File: src/rtl/dpq_pkg.sv
package dpq_pkg;
  // Strobes from control to datapath
  typedef struct packed {
    logic wrEn;     // write the entry at the write pointer
    logic stampEn;  // stamp the allocated resource bit into the entry
  } dpqCtl_t;
endpackage

File: src/rtl/dpq_ctrl.sv
module dpq_ctrl
  import dpq_pkg::*;
#(
  parameter int DEPTH   = 17,
  parameter int NUM_RES = 8,
  parameter int PTR_W   = $clog2(DEPTH),
  parameter int CNT_W   = $clog2(DEPTH + 1)
) (
  input  logic               clk,
  input  logic               rstN,
  input  logic               inValid,
  input  logic               inAckReq,
  input  logic               pop,
  input  logic               ackWr,
  input  logic [NUM_RES-1:0] ackMask,
  output logic               inReady,
  output logic               irq,
  output logic [PTR_W-1:0]   wrPtr,
  output logic [PTR_W-1:0]   rdPtr,
  output logic [NUM_RES-1:0] allocVec,
  output dpqCtl_t            ctl,
  output logic [NUM_RES-1:0] resBusy,
  output logic [CNT_W-1:0]   fillLevel
);
  logic full, empty, resAvail, accept, doPop, takeRes;
  logic [NUM_RES-1:0] freeMask, setMask;

  function automatic logic [PTR_W-1:0] nextPtr(input logic [PTR_W-1:0] p);
    return (p == PTR_W'(DEPTH - 1)) ? '0 : p + 1'b1;
  endfunction

  // Lowest-index free resource, descending scan so the lowest wins
  always_comb begin
    allocVec = '0;
    for (int i = NUM_RES - 1; i >= 0; i--) begin
      if (!resBusy[i]) begin
        allocVec    = '0;
        allocVec[i] = 1'b1;
      end
    end
  end

  assign full     = (fillLevel == CNT_W'(DEPTH));
  assign empty    = (fillLevel == '0);
  assign resAvail = ~&resBusy;
  assign inReady  = !full && (!inAckReq || resAvail);
  assign accept   = inValid && inReady;
  assign doPop    = pop && !empty;
  assign takeRes  = accept && inAckReq;
  assign irq      = !empty;

  assign ctl.wrEn    = accept;
  assign ctl.stampEn = inAckReq;

  assign freeMask = ackWr ? ackMask : '0;
  assign setMask  = takeRes ? allocVec : '0;

  always_ff @(posedge clk) begin
    if (!rstN) begin
      wrPtr     <= '0;
      rdPtr     <= '0;
      fillLevel <= '0;
      resBusy   <= '0;
    end else begin
      if (accept) wrPtr <= nextPtr(wrPtr);
      if (doPop)  rdPtr <= nextPtr(rdPtr);
      case ({accept, doPop})
        2'b10:   fillLevel <= fillLevel + 1'b1;
        2'b01:   fillLevel <= fillLevel - 1'b1;
        default: fillLevel <= fillLevel;
      endcase
      resBusy <= (resBusy & ~freeMask) | setMask;
    end
  end
endmodule

File: src/rtl/dpq_datapath.sv
module dpq_datapath
  import dpq_pkg::*;
#(
  parameter int DEPTH   = 17,
  parameter int NUM_RES = 8,
  parameter int DATA_W  = 120,
  parameter int PTR_W   = $clog2(DEPTH),
  parameter int ENTRY_W = DATA_W + NUM_RES
) (
  input  logic               clk,
  input  dpqCtl_t            ctl,
  input  logic [PTR_W-1:0]   wrPtr,
  input  logic [PTR_W-1:0]   rdPtr,
  input  logic [NUM_RES-1:0] allocVec,
  input  logic [DATA_W-1:0]  inData,
  output logic [ENTRY_W-1:0] headData
);
  logic [ENTRY_W-1:0] mem [DEPTH];
  logic [NUM_RES-1:0] stamp;

  assign stamp = ctl.stampEn ? allocVec : '0;

  always_ff @(posedge clk) begin
    if (ctl.wrEn) mem[wrPtr] <= {stamp, inData};
  end

  assign headData = mem[rdPtr];
endmodule

File: src/rtl/dest_payload_queue.sv
module dest_payload_queue
  import dpq_pkg::*;
#(
  parameter int DEPTH   = 17,
  parameter int NUM_RES = 8,
  parameter int DATA_W  = 120
) (
  input  logic                      clk,
  input  logic                      rstN,
  input  logic                      inValid,
  output logic                      inReady,
  input  logic                      inAckReq,
  input  logic [DATA_W-1:0]         inData,
  output logic [DATA_W+NUM_RES-1:0] headData,
  input  logic                      pop,
  input  logic                      ackWr,
  input  logic [NUM_RES-1:0]        ackMask,
  output logic                      irq
);
  localparam int PTR_W = $clog2(DEPTH);
  localparam int CNT_W = $clog2(DEPTH + 1);

  dpqCtl_t            ctl;
  logic [PTR_W-1:0]   wrPtr, rdPtr;
  logic [NUM_RES-1:0] allocVec, resBusy;
  logic [CNT_W-1:0]   fillLevel;

  dpq_ctrl #(.DEPTH(DEPTH), .NUM_RES(NUM_RES), .PTR_W(PTR_W), .CNT_W(CNT_W)) i_ctrl (
    .clk, .rstN, .inValid, .inAckReq, .pop, .ackWr, .ackMask,
    .inReady, .irq, .wrPtr, .rdPtr, .allocVec, .ctl, .resBusy, .fillLevel
  );

  dpq_datapath #(.DEPTH(DEPTH), .NUM_RES(NUM_RES), .DATA_W(DATA_W), .PTR_W(PTR_W)) i_dp (
    .clk, .ctl, .wrPtr, .rdPtr, .allocVec, .inData, .headData
  );
endmodule

File: config.mk
export PLATFORM = sky130hd
export DESIGN_NAME = dest_payload_queue
export DESIGN_NICKNAME = d
export VERILOG_FILES = /design/src/rtl/dpq_pkg.sv /design/src/rtl/dpq_ctrl.sv /design/src/rtl/dpq_datapath.sv /design/src/rtl/dest_payload_queue.sv
export SDC_FILE = /design/constraint.sdc
export NUM_CORES = 2
export LEC_CHECK = 0
export BUFFER_PORTS_ARGS = -buffer_cell sky130_fd_sc_hd__buf_2
export CELL_PAD_IN_SITES_DETAIL_PLACEMENT = 2
export CELL_PAD_IN_SITES_GLOBAL_PLACEMENT = 2
export CORE_UTILIZATION = 53
export CTS_CLUSTER_DIAMETER = 100
export CTS_CLUSTER_SIZE = 24
export DETAILED_ROUTE_END_ITERATION = 10
export GPL_TIMING_DRIVEN = 0
export PLACE_DENSITY = 0.83
export SLEW_MARGIN = 20
export SYNTH_ARGS = -nofsm -noshare
export SYNTH_HDL_FRONTEND = slang
export SYNTH_SLANG_ARGS = --single-unit
File: constraint.sdc
create_clock -name clk -period 43 [get_ports clk]
set_clock_uncertainty 0.2 [all_clocks]
set_input_delay 6.45 -clock clk [delete_from_list [all_inputs] [get_ports clk]]
set_output_delay 6.45 -clock clk [all_outputs]
set_load 0.005 [all_outputs]
==> run summary, run 1 <==
For the number of rows in the core area, the log shows 145. The run stopped with a tool error. The most used flip-flop cell after synthesis was edfxtp_1.

In the synthesized netlist, the number of instances is 3957. Measured along the x axis, the die boundary spans 400 um. The run gives 62 as the number of unique standard cell types used by synthesis. The synthesized area per cell was 21.2 um2. The stage where the run came to a stop is 3_5_place_dp. The tool reported: "[ERROR DPL-0033] detailed placement checks failed during check placement". The wire-length estimate of the detail-placed layout is 226 mm. The floorplan step set the die height to 400 um. The congestion estimate from routability-driven global placement came to 0.747.

Counting flops with a built-in enable in the synthesized netlist gives 2176. The count of pins on the block boundary was 264; the total of buffers placed on input and output ports was 262. The area of the mapped netlist was 84100 um2. For this run, the register share of the synthesized area comes to 78.4%. The number of nets handed over by synthesis was 4102. The share of flip-flops with an asynchronous set or reset after synthesis came out at 0%. During synthesis, Yosys emitted a total of 0 warnings. The register bit total from synthesis was 2204.

For this configuration, the core starts out at a cell density of 53.6%.
==> cell usage after synthesis, types with 2 or more instances <==
master / number / area share, %
nand2_1: 89 / 0.40
or3b_2: 2 / 0.021
nor2b_1: 3 / 0.022
nand3_1: 8 / 0.048
o221ai_1: 31 / 0.32
o21ai_0: 2 / 0.012
o21ai_1: 33 / 0.20
xor2_1: 5 / 0.052
buf_2: 69 / 0.41
ha_1: 10 / 0.15
or2_1: 2 / 0.015
clkbuf_4: 5 / 0.045
nand4_1: 2 / 0.015
o21a_1: 3 / 0.027
nor2_1: 52 / 0.23
buf_1: 7 / 0.031
buf_4: 48 / 0.43
nor4_1: 8 / 0.060
buf_6: 45 / 0.60
mux4_2: 303 / 8.1
mux2i_1: 513 / 6.1
edfxtp_1: 2176 / 78
buf_12: 2 / 0.048
mux4_1: 17 / 0.53
a221oi_1: 6 / 0.063
inv_1: 17 / 0.076
o32ai_1: 89 / 0.93
o31ai_1: 2 / 0.018
o22ai_1: 185 / 1.4
dfxtp_1: 28 / 0.67
nor3_1: 5 / 0.030
xnor2_1: 2 / 0.021
dlygate4sd1_1: 3 / 0.031
a21oi_1: 102 / 0.61
nand2b_1: 4 / 0.030
or3_1: 4 / 0.030
a311oi_1: 3 / 0.031
a31oi_1: 2 / 0.015
nor3b_1: 2 / 0.018
clkbuf_1: 46 / 0.21
==> stage by stage <==
stage / hold WS [ns] / cell area [um2] / setup WS (ns)
floorplan: 0.259 / 84100 / 22.97
global placement: 0.282 / 88000 / 7.28
==> kinds of logic after synthesis <==
logic type / count (synthesis) / share of synthesized area [%]
AND/OR/NAND/NOR: 192 / 1.03
flip-flops: 2204 / 78.4
AO/OA/AOI/OAI: 464 / 3.66
multiplexers: 834 / 14.8
adder cells (fa/ha/maj): 11 / 0.173
XOR/XNOR: 7 / 0.0729
buffers and inverters: 245 / 1.90
==> inputs of run 2 (changes only) <==
Settings changed: CELL_PAD_IN_SITES_DETAIL_PLACEMENT 2 to unset, CELL_PAD_IN_SITES_GLOBAL_PLACEMENT 2 to unset, CORE_UTILIZATION 53 to 40, CTS_CLUSTER_DIAMETER 100 to unset, CTS_CLUSTER_SIZE 24 to unset, PLACE_DENSITY 0.83 to unset, PLACE_DENSITY_LB_ADDON set to 0.15.
==> run 2 against run 1 <==
  * The flow now finishes without violations
  * Synthesized area stayed put
  * Synthesized cell count stayed put
==> run summary, run 2 <==
The worst hold path begins at i_ctrl.resBusy[7]. The worst register-to-register path has a setup slack of 39.07 ns. The worst path in the final design needs a cycle of 14.27 ns, including I/O delays and setup. The relative slew slack was 23.6%. TritonCTS built the clock tree. Wires add up to 222 mm. The gate count of the mapped netlist came out at 3957 (unchanged). The tools report the count of synthesis-stage warnings from yosys as 0 (unchanged). The library cell used most frequently in the layout, excluding fill and tap cells, is edfxtp_1. The tools report the number of rows in the core area as 167 (+15%). The number of instances in the placed design was 7185; the total power density per cell area was 49.4 nW/um2.

Sequential cells burn 48.7% of the power. In the final layout, the registers with the most flip-flops are i_dp.mem x2176, i_ctrl.resBusy x8. Counting instances, the worst hold path has a depth of 2. The weighted congestion reported at the end of routability-driven placement is 0.741 (-0.83%), and the global-route total usage across every layer is 20.9%.

For the worst setup path, the data arrival time is 7.62 ns. Most used flip-flop cell after synthesis: edfxtp_1. Category of the worst setup path launch point: an input pin.

The run gives 40.4% (-13 points) as the starting utilization of the core area. Number of instances resized during post-cts repair: 0. The first global-routing pass estimated 315 mm of wire. The clock sink count came out at 2204. In the post-synthesis netlist, the cell with the most instances is edfxtp_1. The placed cell area was 92600 um2. The die area is 212000 um2, and the area of all placed cells without fillers is 99600 um2. Static leakage: 31.0 nW.

Number of antenna violations at the first check in global routing: 37. The count of pins on the block boundary came out at 264 (unchanged). The register with the most flip-flops is i_dp.mem. The register with the most flip-flops in the layout has 2176 of them. The top-area cell type share of the netlist area is 77.7% (unchanged). Clock-pin slew was measured on the worst setup and hold paths at 0.06 ns. Class of the most critical setup path: in -> out.

For the share of the yosys chip area belonging to registers, the log shows 78.4% (unchanged). The tools report the total design power as 4.92 mW. The capturing point of the worst reg2reg path is i_dp.mem[15][62]. The horizontal die dimension is 460 um (+15%), and the layout overhead on the synthesized area is 18.4%. The floorplan step defined a core boundary enclosing 208000 um2. The post-detailed-route count of antenna-violating nets was 0. In the layout the commonest cells are edfxtp_1 (2176), mux2i_1 (513), buf_2 (357). The area occupied by multi-input gates is 16700 um2. For the largest vdd supply drop, the log shows 51.4 uV.

The top achievable clock speed was 70.1 MHz; the critical-path maximum fanout was 8. Once layout is complete, the cells apart from fillers number 7603. Timing analysis after detailed placement gives a worst setup slack of 28.80 ns. Summed over all instances, the cell type with the most area after synthesis is edfxtp_1. The tools report the proportion of power drawn by the clock network as 37.9%. The flow ran to the end, and the final reports show no timing, DRC or antenna violations.

The die height works out to 460 um (+15%). The number of unique standard cell types used by synthesis was 62 (unchanged). The internal portion of total power was 3.72 mW.

For the combinational group share of total power, the log shows 13.4%. The count of filler cells inserted in the layout was 17100. The depth of the most critical reg-to-reg path was 10; the number of failing setup endpoints in the final timing report was 0. The master of the slowest instance on the critical path is nor2_1. TritonCTS created 226 clock buffers. The tools report the area of the mapped netlist as 84100 um2 (unchanged). The register bit total from synthesis is 2204 (unchanged).

Summing over every cut layer, the via total after detailed routing is 41900. Most numerous cell on the critical path: buf_2. The synthesized area per cell works out to 21.2 um2 (unchanged).

The synthesized netlist net count is 4102 (unchanged), and the number of DRC markers after the initial detailed-route iteration is 4123. The run gives 0 as the number of hold violations in the final report. The final worst setup slack is 28.73 ns. Count of hold buffers inserted by post-cts repair: 0.

In this run switching power makes up 24.4% of total power. By count the netlist is led by edfxtp_1 (2176), mux2i_1 (513), mux4_2 (303), o22ai_1 (185), a21oi_1 (102). After detailed routing, the average wire length per cell comes to 29.2 um.

The proportion of layout cells with a drive suffix above 1 was 25.9%. Measured slew at the worst slew-check pin: 1.15 ns. The clock tree synthesis step divided the H-tree into 4 levels.

Largest net degree at the start of global routing: 23. The critical path goes through buf_2, nand3_2, nor3_2, nor2_1, buf_2. The via count of the first global-routing pass came out at 42600. The tool flagged a number of max-cap violations equal to 0. The number of enable flip-flop cells after synthesis was 2176 (unchanged). The number of remaining DRC errors came out at 0. The total of buffers placed on input and output ports works out to 262 (unchanged). Before antenna repair, the detailed router went through 7 iterations. The run gives 1.20 mW as the power spent charging and discharging nets. The count of final max-slew check failures is 0. Using the TritonRoute via totals, the vias-per-cell ratio works out to 5.52. The clock tree root buffer cell is clkbuf_16. The nature of the critical path endpoint is an output port. After layout, the worst path uses 33.2% of the clock period. The logs give 4770 for the count of nets after finishing and 0.87 ns for the clock latency of the later-clocked register in the worst-skew pair.

Sorting the synthesized cells by area gives the leading types as edfxtp_1 (78%), mux4_2 (8.1%), mux2i_1 (6.1%), o22ai_1 (1.4%), o32ai_1 (0.93%). The half-perimeter wire length after detailed placement is 145 mm (-36%). The beginning of the worst register-to-register path is i_ctrl.wrPtr[2]. The classification of the worst-slack hold path was reg -> reg. For the worst setup path, the data required time is 36.35 ns. For the sequential standard cell area, the log shows 65900 um2. Setup repair after global routing left no endpoint under its margin.

The stage delay of the slowest cell on the critical path works out to 0.51 ns. The worst hold endpoint is i_ctrl.resBusy[7]. For the residual overflow from global routing, the log shows 0. The run gives 3 as the clock tree buffer depth.

After clock tree synthesis, the setup repair step added 0 buffers. Setup TNS: 0 ns. The share of flip-flops with an asynchronous set or reset after synthesis was 0% (unchanged).
-- run 2: layout make-up --
type / instances / share of cell area [%]
flip-flops and latches: 2204 / 66.2
multi-input cells: 1508 / 16.8
clock buffers: 284 / 6.01
repair buffers: 440 / 4.90
well taps: 2788 / 3.50
plain buffers: 226 / 1.54
clock inverters: 129 / 0.966
inverters: 19 / 0.0716
diodes: 5 / 0.0126
-- run 2: critical path, delay by kind of cell --
family | cells | cell delay (ns)
buffers and inverters | 2 | 0.36
and+or+nand+nor | 3 | 0.80
-- run 2: cells by family (layout without fill, tap and decap cells) --
| logic type | Yosys count | after routing | synth area share (%) |
|---|---|---|---|
| AND/OR/NAND/NOR | 192 | 192 | 1.03 |
| multiplexers | 834 | 834 | 14.8 |
| flip-flops | 2204 | 2204 | 78.4 |
| adder cells (fa/ha/maj) | 11 | 11 | 0.173 |
| other | 0 | 5 | 0 |
| XOR/XNOR | 7 | 7 | 0.0729 |
| buffers and inverters | 245 | 1098 | 1.90 |
| AO/OA/AOI/OAI | 464 | 464 | 3.66 |
-- run 2: worst max-delay path by stage --
stage,from,end,slack [ns],depth (start not counted)
finish,inAckReq,inReady,28.73,5
global route,inAckReq,inReady,28.70,5
CTS,inAckReq,inReady,28.80,5
detailed placement,inAckReq,inReady,28.80,5
global placement,inAckReq,i_ctrl.wrPtr[4],5.50,5
floorplan,inAckReq,i_ctrl.wrPtr[4],22.97,4
-- run 2: stage by stage --
step,util [%],hold WS [ns]
2_1_floorplan,-,0.259
3_3_place_gp,42.7,0.287
3_5_place_dp,44.5,0.299
4_1_cts,47.9,0.305
5_1_grt,47.9,0.345
6_report,47.9,0.313
-- run 2: layer usage --
metal | share of wire, % | GRT usage [%]
met2 | 47 | 33.0
met4 | 2.2 | 5.26
met3 | 5.7 | 3.51
met1 | 45 | 30.1
met5 | 0.093 | 0.253
-- run 2: power by group through the flow --
stage | Sequential [mW] | Clock (mW) | Combinational [mW]
floorplan | 2.45 | 0 | 0.401
global placement | 2.46 | 0 | 0.655
detailed placement | 2.44 | 0 | 0.673
CTS | 2.40 | 1.90 | 0.675
global route | 2.40 | 1.98 | 0.708
finish | 2.40 | 1.86 | 0.660
Power figures use the tool's default switching activity.
